`config.mk`:
```
export PLATFORM = sky130hd
export DESIGN_NAME = nest_irq_ctrl
export DESIGN_NICKNAME = d
export VERILOG_FILES = /design/src/rtl/nest_irq_pkg.sv /design/src/rtl/nic_src_cell.sv /design/src/rtl/nic_prio_arb.sv /design/src/rtl/nic_level_stack.sv /design/src/rtl/nest_irq_ctrl.sv
export SDC_FILE = /design/constraint.sdc
export NUM_CORES = 2
export LEC_CHECK = 0
export ABC_AREA = 1
export ABC_CLOCK_PERIOD_IN_PS = 47800
export BUFFER_PORTS_ARGS = -buffer_cell sky130_fd_sc_hd__buf_2
export CAP_MARGIN = 20
export CORE_MARGIN = 5
export CORE_UTILIZATION = 50
export CTS_CLUSTER_DIAMETER = 50
export DETAILED_ROUTE_END_ITERATION = 10
export MAX_ROUTING_LAYER = met4
export PLACE_DENSITY = 0.66
export SYNTH_ARGS = -nofsm -noshare
export SYNTH_HDL_FRONTEND = slang
export SYNTH_HIERARCHICAL = 1
export SYNTH_SLANG_ARGS = --single-unit
```
`constraint.sdc`:
```
create_clock -name clk -period 47.8 [get_ports clk]
set_input_delay 2.39 -clock clk [delete_from_list [all_inputs] [get_ports clk]]
set_output_delay 2.39 -clock clk [all_outputs]
set_load 0.005 [all_outputs]
```
`src/rtl/nest_irq_pkg.sv`:
```
package nest_irq_pkg;
   // register word addresses
   localparam int unsigned ADR_CFG_BASE = 32'h00;
   localparam int unsigned ADR_HND_BASE = 32'h20;
   localparam int unsigned ADR_VEC      = 32'h40;
   localparam int unsigned ADR_EOI      = 32'h41;
   localparam int unsigned ADR_PEND     = 32'h42;
   localparam int unsigned ADR_STAT     = 32'h43;
   // configuration word fields
   localparam int unsigned CFG_EN_BIT   = 0;
   localparam int unsigned CFG_EDGE_BIT = 1;
   localparam int unsigned CFG_PRIO_LSB = 4;
   // status word fields
   localparam int unsigned STAT_LVL_LSB   = 8;
   localparam int unsigned STAT_EMPTY_BIT = 16;
   localparam int unsigned MAX_SRC        = 32;
endpackage

```
`src/rtl/nic_src_cell.sv`:
```
module nic_src_cell #(
   parameter int unsigned SYNC_STAGES = 2
) (
   input  logic clk,
   input  logic rst_n,
   input  logic src_in,
   input  logic edge_mode,
   input  logic ack_clr,
   output logic pending
);
   logic synced;
   logic synced_d;
   logic edge_flag;

   generate
      if (SYNC_STAGES == 0) begin : g_nosync
         assign synced = src_in;
      end else begin : g_sync
         logic [SYNC_STAGES-1:0] chain;
         always_ff @(posedge clk or negedge rst_n) begin
            if (!rst_n) begin
               chain <= '0;
            end else begin
               chain[0] <= src_in;
               for (int k = 1; k < int'(SYNC_STAGES); k++) begin
                  chain[k] <= chain[k-1];
               end
            end
         end
         assign synced = chain[SYNC_STAGES-1];
      end
   endgenerate

   wire rise = synced & ~synced_d;

   always_ff @(posedge clk or negedge rst_n) begin
      if (!rst_n) begin
         synced_d  <= 1'b0;
         edge_flag <= 1'b0;
      end else begin
         synced_d <= synced;
         if (!edge_mode)     edge_flag <= 1'b0;
         else if (rise)      edge_flag <= 1'b1;   // new edge beats the clear
         else if (ack_clr)   edge_flag <= 1'b0;
      end
   end

   assign pending = edge_mode ? edge_flag : synced;
endmodule

```
`src/rtl/nic_prio_arb.sv`:
```
module nic_prio_arb #(
   parameter int unsigned N_SRC  = 32,
   parameter int unsigned PRIO_W = 3,
   parameter int unsigned SRC_W  = 5
) (
   input  logic [N_SRC-1:0]             req,
   input  logic [N_SRC-1:0][PRIO_W-1:0] prio,
   output logic                         any,
   output logic [SRC_W-1:0]             win_idx,
   output logic [PRIO_W-1:0]            win_prio
);
   always_comb begin
      any      = 1'b0;
      win_idx  = '0;
      win_prio = '0;
      // strict compare keeps the lowest index on a tie
      for (int i = 0; i < int'(N_SRC); i++) begin
         if (req[i] && (!any || prio[i] > win_prio)) begin
            any      = 1'b1;
            win_idx  = SRC_W'(i);
            win_prio = prio[i];
         end
      end
   end
endmodule

```
`src/rtl/nic_level_stack.sv`:
```
module nic_level_stack #(
   parameter int unsigned DEPTH  = 8,
   parameter int unsigned PRIO_W = 3,
   parameter int unsigned SRC_W  = 5
) (
   input  logic              clk,
   input  logic              rst_n,
   input  logic              push,
   input  logic              pop,
   input  logic [PRIO_W-1:0] push_lvl,
   input  logic [SRC_W-1:0]  push_src,
   output logic              empty,
   output logic              full,
   output logic [PRIO_W-1:0] top_lvl,
   output logic [SRC_W-1:0]  top_src,
   output logic [PRIO_W-1:0] under_lvl,
   output logic              under_ok
);
   localparam int unsigned CNT_W = $clog2(DEPTH + 1);
   localparam int unsigned IDX_W = (DEPTH > 1) ? $clog2(DEPTH) : 1;

   logic [CNT_W-1:0]  cnt;
   logic [PRIO_W-1:0] lvl_mem [DEPTH];
   logic [SRC_W-1:0]  src_mem [DEPTH];

   assign empty = (cnt == '0);
   assign full  = (cnt == CNT_W'(DEPTH));

   wire do_push = push && !full;
   wire do_pop  = pop && !empty;

   always_ff @(posedge clk or negedge rst_n) begin
      if (!rst_n)       cnt <= '0;
      else if (do_push) cnt <= cnt + CNT_W'(1);
      else if (do_pop)  cnt <= cnt - CNT_W'(1);
   end

   always_ff @(posedge clk) begin
      if (do_push) begin
         lvl_mem[IDX_W'(cnt)] <= push_lvl;
         src_mem[IDX_W'(cnt)] <= push_src;
      end
   end

   always_comb begin
      top_lvl   = '0;
      top_src   = '0;
      under_lvl = '0;
      under_ok  = 1'b0;
      if (!empty) begin
         top_lvl = lvl_mem[IDX_W'(cnt - CNT_W'(1))];
         top_src = src_mem[IDX_W'(cnt - CNT_W'(1))];
      end
      if (cnt >= CNT_W'(2)) begin
         under_lvl = lvl_mem[IDX_W'(cnt - CNT_W'(2))];
         under_ok  = 1'b1;
      end
   end
endmodule

```
`src/rtl/nest_irq_ctrl.sv`:
```
module nest_irq_ctrl
   import nest_irq_pkg::*;
#(
   parameter int unsigned N_SRC       = 32,
   parameter int unsigned PRIO_W      = 3,
   parameter int unsigned SYNC_STAGES = 2,
   parameter int unsigned ADDR_W      = 8,
   parameter int unsigned DATA_W      = 32
) (
   input  logic              clk,
   input  logic              rst_n,
   input  logic [N_SRC-1:0]  irq_src,
   input  logic              bus_sel,
   input  logic              bus_wr,
   input  logic [ADDR_W-1:0] bus_addr,
   input  logic [DATA_W-1:0] bus_wdata,
   output logic [DATA_W-1:0] bus_rdata,
   output logic              irq_n
);
   localparam int unsigned SRC_W = (N_SRC > 1) ? $clog2(N_SRC) : 1;
   localparam int unsigned DEPTH = 1 << PRIO_W;

   // elaboration-time parameter checks
   generate
      if (N_SRC < 1 || N_SRC > MAX_SRC) begin : g_bad_nsrc
         $error("N_SRC must be 1..32");
      end
      if (PRIO_W < 1 || PRIO_W > 3) begin : g_bad_prio
         $error("PRIO_W must be 1..3 to fit the field layout");
      end
      if (ADDR_W < 7) begin : g_bad_addr
         $error("ADDR_W too small for the register map");
      end
      if (DATA_W < 17 || DATA_W < N_SRC) begin : g_bad_data
         $error("DATA_W too small for status or pending words");
      end
   endgenerate

   // ---------------- bus decode ----------------
   wire is_rd   = bus_sel && !bus_wr;
   wire is_wr   = bus_sel && bus_wr;
   wire vec_hit = (bus_addr == ADDR_W'(ADR_VEC));
   wire eoi_hit = (bus_addr == ADDR_W'(ADR_EOI));

   // ---------------- per-source state ----------------
   logic [N_SRC-1:0]             en_q;
   logic [N_SRC-1:0]             edge_q;
   logic [N_SRC-1:0][PRIO_W-1:0] prio_q;
   logic [DATA_W-1:0]            hnd_q [N_SRC];
   logic [N_SRC-1:0]             pend;

   logic              win_any;
   logic [SRC_W-1:0]  win_idx;
   logic [PRIO_W-1:0] win_prio;
   logic              ack;
   logic              eoi;

   generate
      for (genvar g = 0; g < int'(N_SRC); g++) begin : g_src
         logic              en_r;
         logic              edge_r;
         logic [PRIO_W-1:0] prio_r;
         logic [DATA_W-1:0] hnd_r;

         wire cfg_wr = is_wr && (bus_addr == ADDR_W'(ADR_CFG_BASE + g));
         wire hnd_wr = is_wr && (bus_addr == ADDR_W'(ADR_HND_BASE + g));

         always_ff @(posedge clk or negedge rst_n) begin
            if (!rst_n) begin
               en_r   <= 1'b0;
               edge_r <= 1'b0;
               prio_r <= '0;
               hnd_r  <= '0;
            end else begin
               if (cfg_wr) begin
                  en_r   <= bus_wdata[CFG_EN_BIT];
                  edge_r <= bus_wdata[CFG_EDGE_BIT];
                  prio_r <= bus_wdata[CFG_PRIO_LSB +: PRIO_W];
               end
               if (hnd_wr) hnd_r <= bus_wdata;
            end
         end

         assign en_q[g]   = en_r;
         assign edge_q[g] = edge_r;
         assign prio_q[g] = prio_r;
         assign hnd_q[g]  = hnd_r;

         nic_src_cell #(
            .SYNC_STAGES(SYNC_STAGES)
         ) u_cell (
            .clk      (clk),
            .rst_n    (rst_n),
            .src_in   (irq_src[g]),
            .edge_mode(edge_r),
            .ack_clr  (ack && (win_idx == SRC_W'(g))),
            .pending  (pend[g])
         );
      end
   endgenerate

   // ---------------- arbitration ----------------
   nic_prio_arb #(
      .N_SRC (N_SRC),
      .PRIO_W(PRIO_W),
      .SRC_W (SRC_W)
   ) u_arb (
      .req     (pend & en_q),
      .prio    (prio_q),
      .any     (win_any),
      .win_idx (win_idx),
      .win_prio(win_prio)
   );

   // ---------------- level stack ----------------
   logic              stk_empty;
   logic              stk_full;
   logic [PRIO_W-1:0] stk_lvl;
   logic [SRC_W-1:0]  stk_src;
   logic [PRIO_W-1:0] stk_under_lvl;
   logic              stk_under_ok;

   wire req_ok = win_any && (stk_empty || (win_prio > stk_lvl));
   assign ack  = is_rd && vec_hit && req_ok;
   assign eoi  = is_wr && eoi_hit;

   nic_level_stack #(
      .DEPTH (DEPTH),
      .PRIO_W(PRIO_W),
      .SRC_W (SRC_W)
   ) u_stack (
      .clk      (clk),
      .rst_n    (rst_n),
      .push     (ack),
      .pop      (eoi),
      .push_lvl (win_prio),
      .push_src (win_idx),
      .empty    (stk_empty),
      .full     (stk_full),
      .top_lvl  (stk_lvl),
      .top_src  (stk_src),
      .under_lvl(stk_under_lvl),
      .under_ok (stk_under_ok)
   );

   // ---------------- request line ----------------
   logic              empty_nx;
   logic [PRIO_W-1:0] lvl_nx;
   logic              raise;
   logic              irq_q;

   always_comb begin
      empty_nx = stk_empty;
      lvl_nx   = stk_lvl;
      if (eoi && !stk_empty) begin
         empty_nx = !stk_under_ok;
         lvl_nx   = stk_under_lvl;
      end
      raise = win_any && (empty_nx || (win_prio > lvl_nx));
   end

   always_ff @(posedge clk or negedge rst_n) begin
      if (!rst_n)   irq_q <= 1'b0;
      else if (ack) irq_q <= 1'b0;
      else          irq_q <= raise;
   end

   assign irq_n = !irq_q;

   // ---------------- read data ----------------
   always_comb begin
      bus_rdata = '0;
      if (is_rd) begin
         if (vec_hit) begin
            if (req_ok) bus_rdata = hnd_q[win_idx];
         end else if (bus_addr == ADDR_W'(ADR_PEND)) begin
            bus_rdata[N_SRC-1:0] = pend;
         end else if (bus_addr == ADDR_W'(ADR_STAT)) begin
            bus_rdata[SRC_W-1:0]                 = stk_src;
            bus_rdata[STAT_LVL_LSB +: PRIO_W]    = stk_lvl;
            bus_rdata[STAT_EMPTY_BIT]            = stk_empty;
         end else begin
            for (int i = 0; i < int'(N_SRC); i++) begin
               if (bus_addr == ADDR_W'(ADR_CFG_BASE + i)) begin
                  bus_rdata[CFG_EN_BIT]                = en_q[i];
                  bus_rdata[CFG_EDGE_BIT]              = edge_q[i];
                  bus_rdata[CFG_PRIO_LSB +: PRIO_W]    = prio_q[i];
               end
               if (bus_addr == ADDR_W'(ADR_HND_BASE + i)) begin
                  bus_rdata = hnd_q[i];
               end
            end
         end
      end
   end
endmodule

```
======== Word-level counts from Yosys, hierarchy flattened ========
Memories as Yosys holds them, arrays and structs flattened.
Index checks and enable logic that the tools add are counted.
word-level totals
  flip-flop bits (word level) ............. 1317
  bits in latches ......................... 0
  bits in writable memories ............... 64
  bits in read-only memories .............. 0
  input bits .............................. 76
  output and inout bits ................... 33
  logic and storage cells ................. 1119
  memories ................................ 2
cells by class
  add/subtract/negate cells ............... 3
  $mul .................................... 0
  div/mod/pow operators ................... 0
  magnitude comparators ................... 35
  equal/unequal tests ..................... 131
  shift operators ......................... 0
  mux-type cells .......................... 447
  bitwise operators ....................... 66
  reduce and logical (&&, ||, !) cells .... 209
memory list
  name             words  bits a word  rd ports  clocked after Yosys merged registers in  wr ports  line                   text
  u_stack.src_mem  8      5            1         0                                        1         nic_level_stack.sv:24  logic [SRC_W-1:0] src_mem [DEPTH];
  u_stack.lvl_mem  8      3            2         0                                        1         nic_level_stack.sv:23  logic [PRIO_W-1:0] lvl_mem [DEPTH];
operators with widths
  cell                  number
  $mux W32              142
  $eq A8 B6 Y1 const B  32
  $mux W3               73
  $mux W1               167
  $bmux W32 S5          1
  $logic_and A1 B1 Y1   136
  $eq A8 B5 Y1 const B  16
  $gt A3 B3 Y1          33
  $ne A3 B1 Y1 const B  32
  $mux W5               19
  $eq A5 B5 Y1 const B  16
  $mux W2               34
  $eq A8 B4 Y1 const B  8
  $eq A5 B4 Y1 const B  8
  $mux W4               10
  $logic_not A1 Y1      36
  $logic_or A1 B1 Y1    33
  $and A1 B1 Y1         32
  $and A32 B32 Y32      1
  $eq A8 B3 Y1 const B  4
  $eq A8 B7 Y1 const B  4
  $not A1 Y1            32
  $eq A5 B3 Y1 const B  4
  $eq A8 B2 Y1 const B  2
  other kinds (15)      16

======== Longest topological paths before layout ========
  word-level depth ........................ 173
  depth in mapped cells ................... 309
  mapped depth without buffers ............ 308

======== Modules after synthesis ========
The synthesis kept the hierarchy.
modules (own cells, without submodules)
  module           instances  cells an instance  area each (sq um)
  nest_irq_ctrl    1          7196               58039.4
  nic_src_cell     32         12                 133.9
  nic_prio_arb     1          748                4250.3
  nic_level_stack  1          381                3417.0

======== Worst setup path after synthesis ========
OpenSTA, ideal clock, no wires.
  path kind ............................... register to output
  start ................................... register g_src[0].edge_r
  end ..................................... output bus_rdata[14]
  arrival ................................. 33.401 ns
  required time ........................... 45.410 ns
  slack ................................... 12.009 ns
  stages on the path, launching flop included .. 292
  buffers on the path ..................... 3
  path through ............................ dfrtp_1 o21ai_1 nand2_1 inv_1 nand2_1 ha_1 a21oi_1 nand2_1 nand2_1 nand2_1 nand2_1 nand2_1 and2_1 ha_1 a21oi_1 o21ai_1 nand2_1 nand2_1 [256 not listed] ha_1 nand2_1 o21ai_0 nand2_1 o21ai_0 nand2_1 o21ai_1 clkbuf_1 nor2_1 inv_2 clkbuf_1 clkbuf_1 o22ai_1 o21ai_0 nand4_1 a21oi_1 nand2_1 a221oi_1
on the way
  word-level cells in the longest chain between the ends .. 134
ends and longest elaborated chain
  item                                                     line                  text
  from (decl)                                              nest_irq_ctrl.sv:61   logic edge_r;
  from (signal assigned)                                   nest_irq_ctrl.sv:77   edge_r <= bus_wdata[CFG_EDGE_BIT];
  $mux W1 *                                                nic_src_cell.sv:48    assign pending = edge_mode ? edge_flag : synced;
  via pend[0]                                              nest_irq_ctrl.sv:50   logic [N_SRC-1:0] pend;
  $and A32 B32 Y32 *                                       nest_irq_ctrl.sv:108  .req (pend & en_q),
  $mux W3 / $mux W1 (equally long branches)                nic_prio_arb.sv:18    if (req[i] && (!any || prio[i] > win_prio)) begin
  $gt A3 B3 Y1 / $logic_not A1 Y1 (equally long branches)  nic_prio_arb.sv:18
  $logic_or A1 B1 Y1                                       nic_prio_arb.sv:18
  $logic_and A1 B1 Y1                                      nic_prio_arb.sv:18
  $mux W3 / $mux W1 (equally long branches)                nic_prio_arb.sv:18
  [119 not listed]                                         n/a
  $mux W5 *                                                nic_prio_arb.sv:18
  via win_idx[0]                                           nest_irq_ctrl.sv:53   logic [SRC_W-1:0] win_idx;
  $not A5 Y6 (not written as such) *                       nest_irq_ctrl.sv:175  if (req_ok) bus_rdata = hnd_q[win_idx];
  $bmux W32 S5 *                                           nest_irq_ctrl.sv:175
  $mux W32 (not written as such) * (2 in a row)            nest_irq_ctrl.sv:175
  $mux W32 *                                               nest_irq_ctrl.sv:175
  $mux W32 *                                               nest_irq_ctrl.sv:174  if (vec_hit) begin
  $mux W32 *                                               nest_irq_ctrl.sv:173  if (is_rd) begin
  to (decl)                                                nest_irq_ctrl.sv:17   output logic [DATA_W-1:0] bus_rdata,
Mark *: on every way through the listed nets, which the timed path passes. The rest lies on a longest branch. The select of a mux whose other input is x is not followed.

======== Worst setup path in the final report ========
  start ................................... register g_src[0].edge_r
  end ..................................... output bus_rdata[26]
Same word-level chain as after synthesis.

==> impl_metrics.tcl <==
set metrics [dict create \
    status "complete, no violations" \
    postCtsSetupRepairBufs 0 \
    grt_use_total 0.364 \
    drt-pass1-iter-count 7 \
    fin_crit_sh 0.916 \
    fillers 12700 \
    multi_input_area_um2 31000 \
    rows 137 \
    yosysWarningCount 6 \
    syn_inst 8708 \
    clockBufferDepth 3 \
    die-area_um2 148000 \
    hp-class "flip-flop to flip-flop" \
    ir_drop_mv 0.0428 \
    port_buffers 108 \
    htree_levels 4 \
    cp_max_fo 156 \
    cts_sinks 1381 \
    drive_gt1_frac 0.0965 \
    syn-cell-area_um2 70000 \
    leakage_uw 0.0351 \
    grt_pass1_wl_um 398000 \
    fin_crit_ns 43.77 \
    final_cells 10500 \
    vias 66200 \
    drc 0 \
    setup_viol 0 \
    worst_slew_pin_slew_ns 1.15 \
    final-seq-area_um2 34900 \
    clk_latency_ns 0.81 \
    post_drt_wl_per_cell_um 25.2 \
    max_stage_delay_ns 0.82 \
    via_per_inst 6.27 \
    holdBufCountCts 0 \
    clk_pin_slew_worst_paths_ns 0.06 \
    dieWidth_um 384 \
    crit_type "flip-flop to primary output" \
    drtIter0Drc 8502 \
    critPathMostFrequentCell "o21ai_0" \
    final_util 0.559 \
    cp-start-kind "flip-flop" \
    first_global_vias 62900 \
    dp_hpwl_um 167000 \
    syn-num-nets 8867 \
    cts_tree "yes" \
    grt_max_degree 171 \
    report.final.slew_viol_count 0 \
    fin_nets 8686 \
    rsz0062_at_grt "no" \
    critPathSlowestCell "o21ai_0" \
    grt_overflow 0 \
    core_area_um2 139000 \
    powerDensity_nw_per_um2 39.8 \
    timing.slew.headroom 0.230 \
    dieHeight_um 384 \
    avgSynthCellArea_um2 8.04 \
    place.gp.congestion 1.02 \
    final.setup.tns_ns 0 \
    syn_to_final_growth_pct 11.4 \
    cts_buffers 170 \
    routed_wl_um 266000 \
    antenna_found_initial 5 \
    hold_viol_final 0 \
    clock_skew_ns 0.0337 \
    cts_resized 0 \
    dp_cells 10200 \
    end_kind "primary output" \
    initial_core_util 0.502 \
    crit_arrival_ns 41.38 \
    ant_nets 0 \
    maxCapViolCount 0 \
    required_ns 45.41 \
    fmax_ghz 0.0228 \
    root_buffer "clkbuf_16" \
    pin_count 109 \
]
[area by class of cell]
class                      count  share of cell area
clock inverter                72              0.0117
multi-input combinational   6181               0.398
tap                         1876              0.0301
antenna                       11            0.000353
inverter                     560              0.0273
timing repair buffer         233              0.0226
sequential                  1381               0.447
clock buffer                 234              0.0624
[registers in the layout (all words and copies together), names as in the netlist]
register	cells
g_src.u_cell/g_sync.chain	64
g_src.en_r	32
g_src.u_cell/edge_flag	32
g_src.prio_r	96
u_stack/lvl_mem	24
u_stack/cnt	4
u_stack/src_mem	40
g_src.hnd_r	1024
irq_q	1
g_src.u_cell/synced_d	32
g_src.edge_r	32
[layout by cell type (no fill, tap or decap), types with 79 or more instances in the layout]
cell       count
buf_2        107
o21ai_0     1564
a221oi_1      79
inv_1        526
a21oi_1      240
nand3_1      260
clkbuf_16    176
nor2_1       198
nand4_1      178
ha_1          83
buf_4        100
nand2_2       82
nand2_1     2527
o22ai_1      423
dfrtp_1     1317
[worst paths after layout]
check                                                              to  slack (ns)  cells after the start                                  startpoint
max reg2reg                    g_src[28].u_cell/edge_flag$_DFFE_PN0P_        6.82                    288                 g_src[0].edge_r$_DFFE_PN0P_
min                        g_src[25].u_cell/g_sync.chain[1]$_DFF_PN0_        0.35                      0  g_src[25].u_cell/g_sync.chain[0]$_DFF_PN0_
min reg2reg                g_src[25].u_cell/g_sync.chain[1]$_DFF_PN0_        0.35                      0  g_src[25].u_cell/g_sync.chain[0]$_DFF_PN0_
max in group asynchronous              g_src[20].hnd_r[2]$_DFFE_PN0P_       42.54                      6                                       rst_n
min in group asynchronous              g_src[2].hnd_r[13]$_DFFE_PN0P_        1.56                      1                                       rst_n
max                                                     bus_rdata[26]        4.03                    284                 g_src[0].edge_r$_DFFE_PN0P_
[report_power, final]
part / total (uW) / leakage (uW) / switching (uW) / internal [uW]
Sequential: 1240 / 0.0187 / 27.7 / 1210
Clock: 1330 / 0.00281 / 529 / 800
Combinational: 534 / 0.0136 / 389 / 144
[through the flow]
step           setup slack, ns  hold WS (ns)  power (uW)  cell area [um^2]
2_1_floorplan            12.01         0.331        1540             70000
3_3_place_gp              5.99         0.332        1760             71800
3_5_place_dp              5.09         0.335        1770             71900
4_1_cts                   4.04         0.351        3090             77600
5_1_grt                 0.0382         0.359        3190             77900
6_report                  4.03         0.346        3100             78000
[critical path, delay by kind of cell (launching register included)]
family	cells	cell delay, ns
simple gates	136	12.20
flops	1	0.42
buf+inv	37	3.91
compound gates	80	14.34
fa+ha+maj	31	9.54
[metal layers]
layer / vias up / track usage / share of wire
li1: 29400 / - / -
met1: 31700 / 0.471 / 0.39
met2: 4087 / 0.516 / 0.42
met3: 919 / 0.101 / 0.12
met4: 0 / 0.206 / 0.069
met5: - / - / 0
Power figures use the tool's default switching activity.
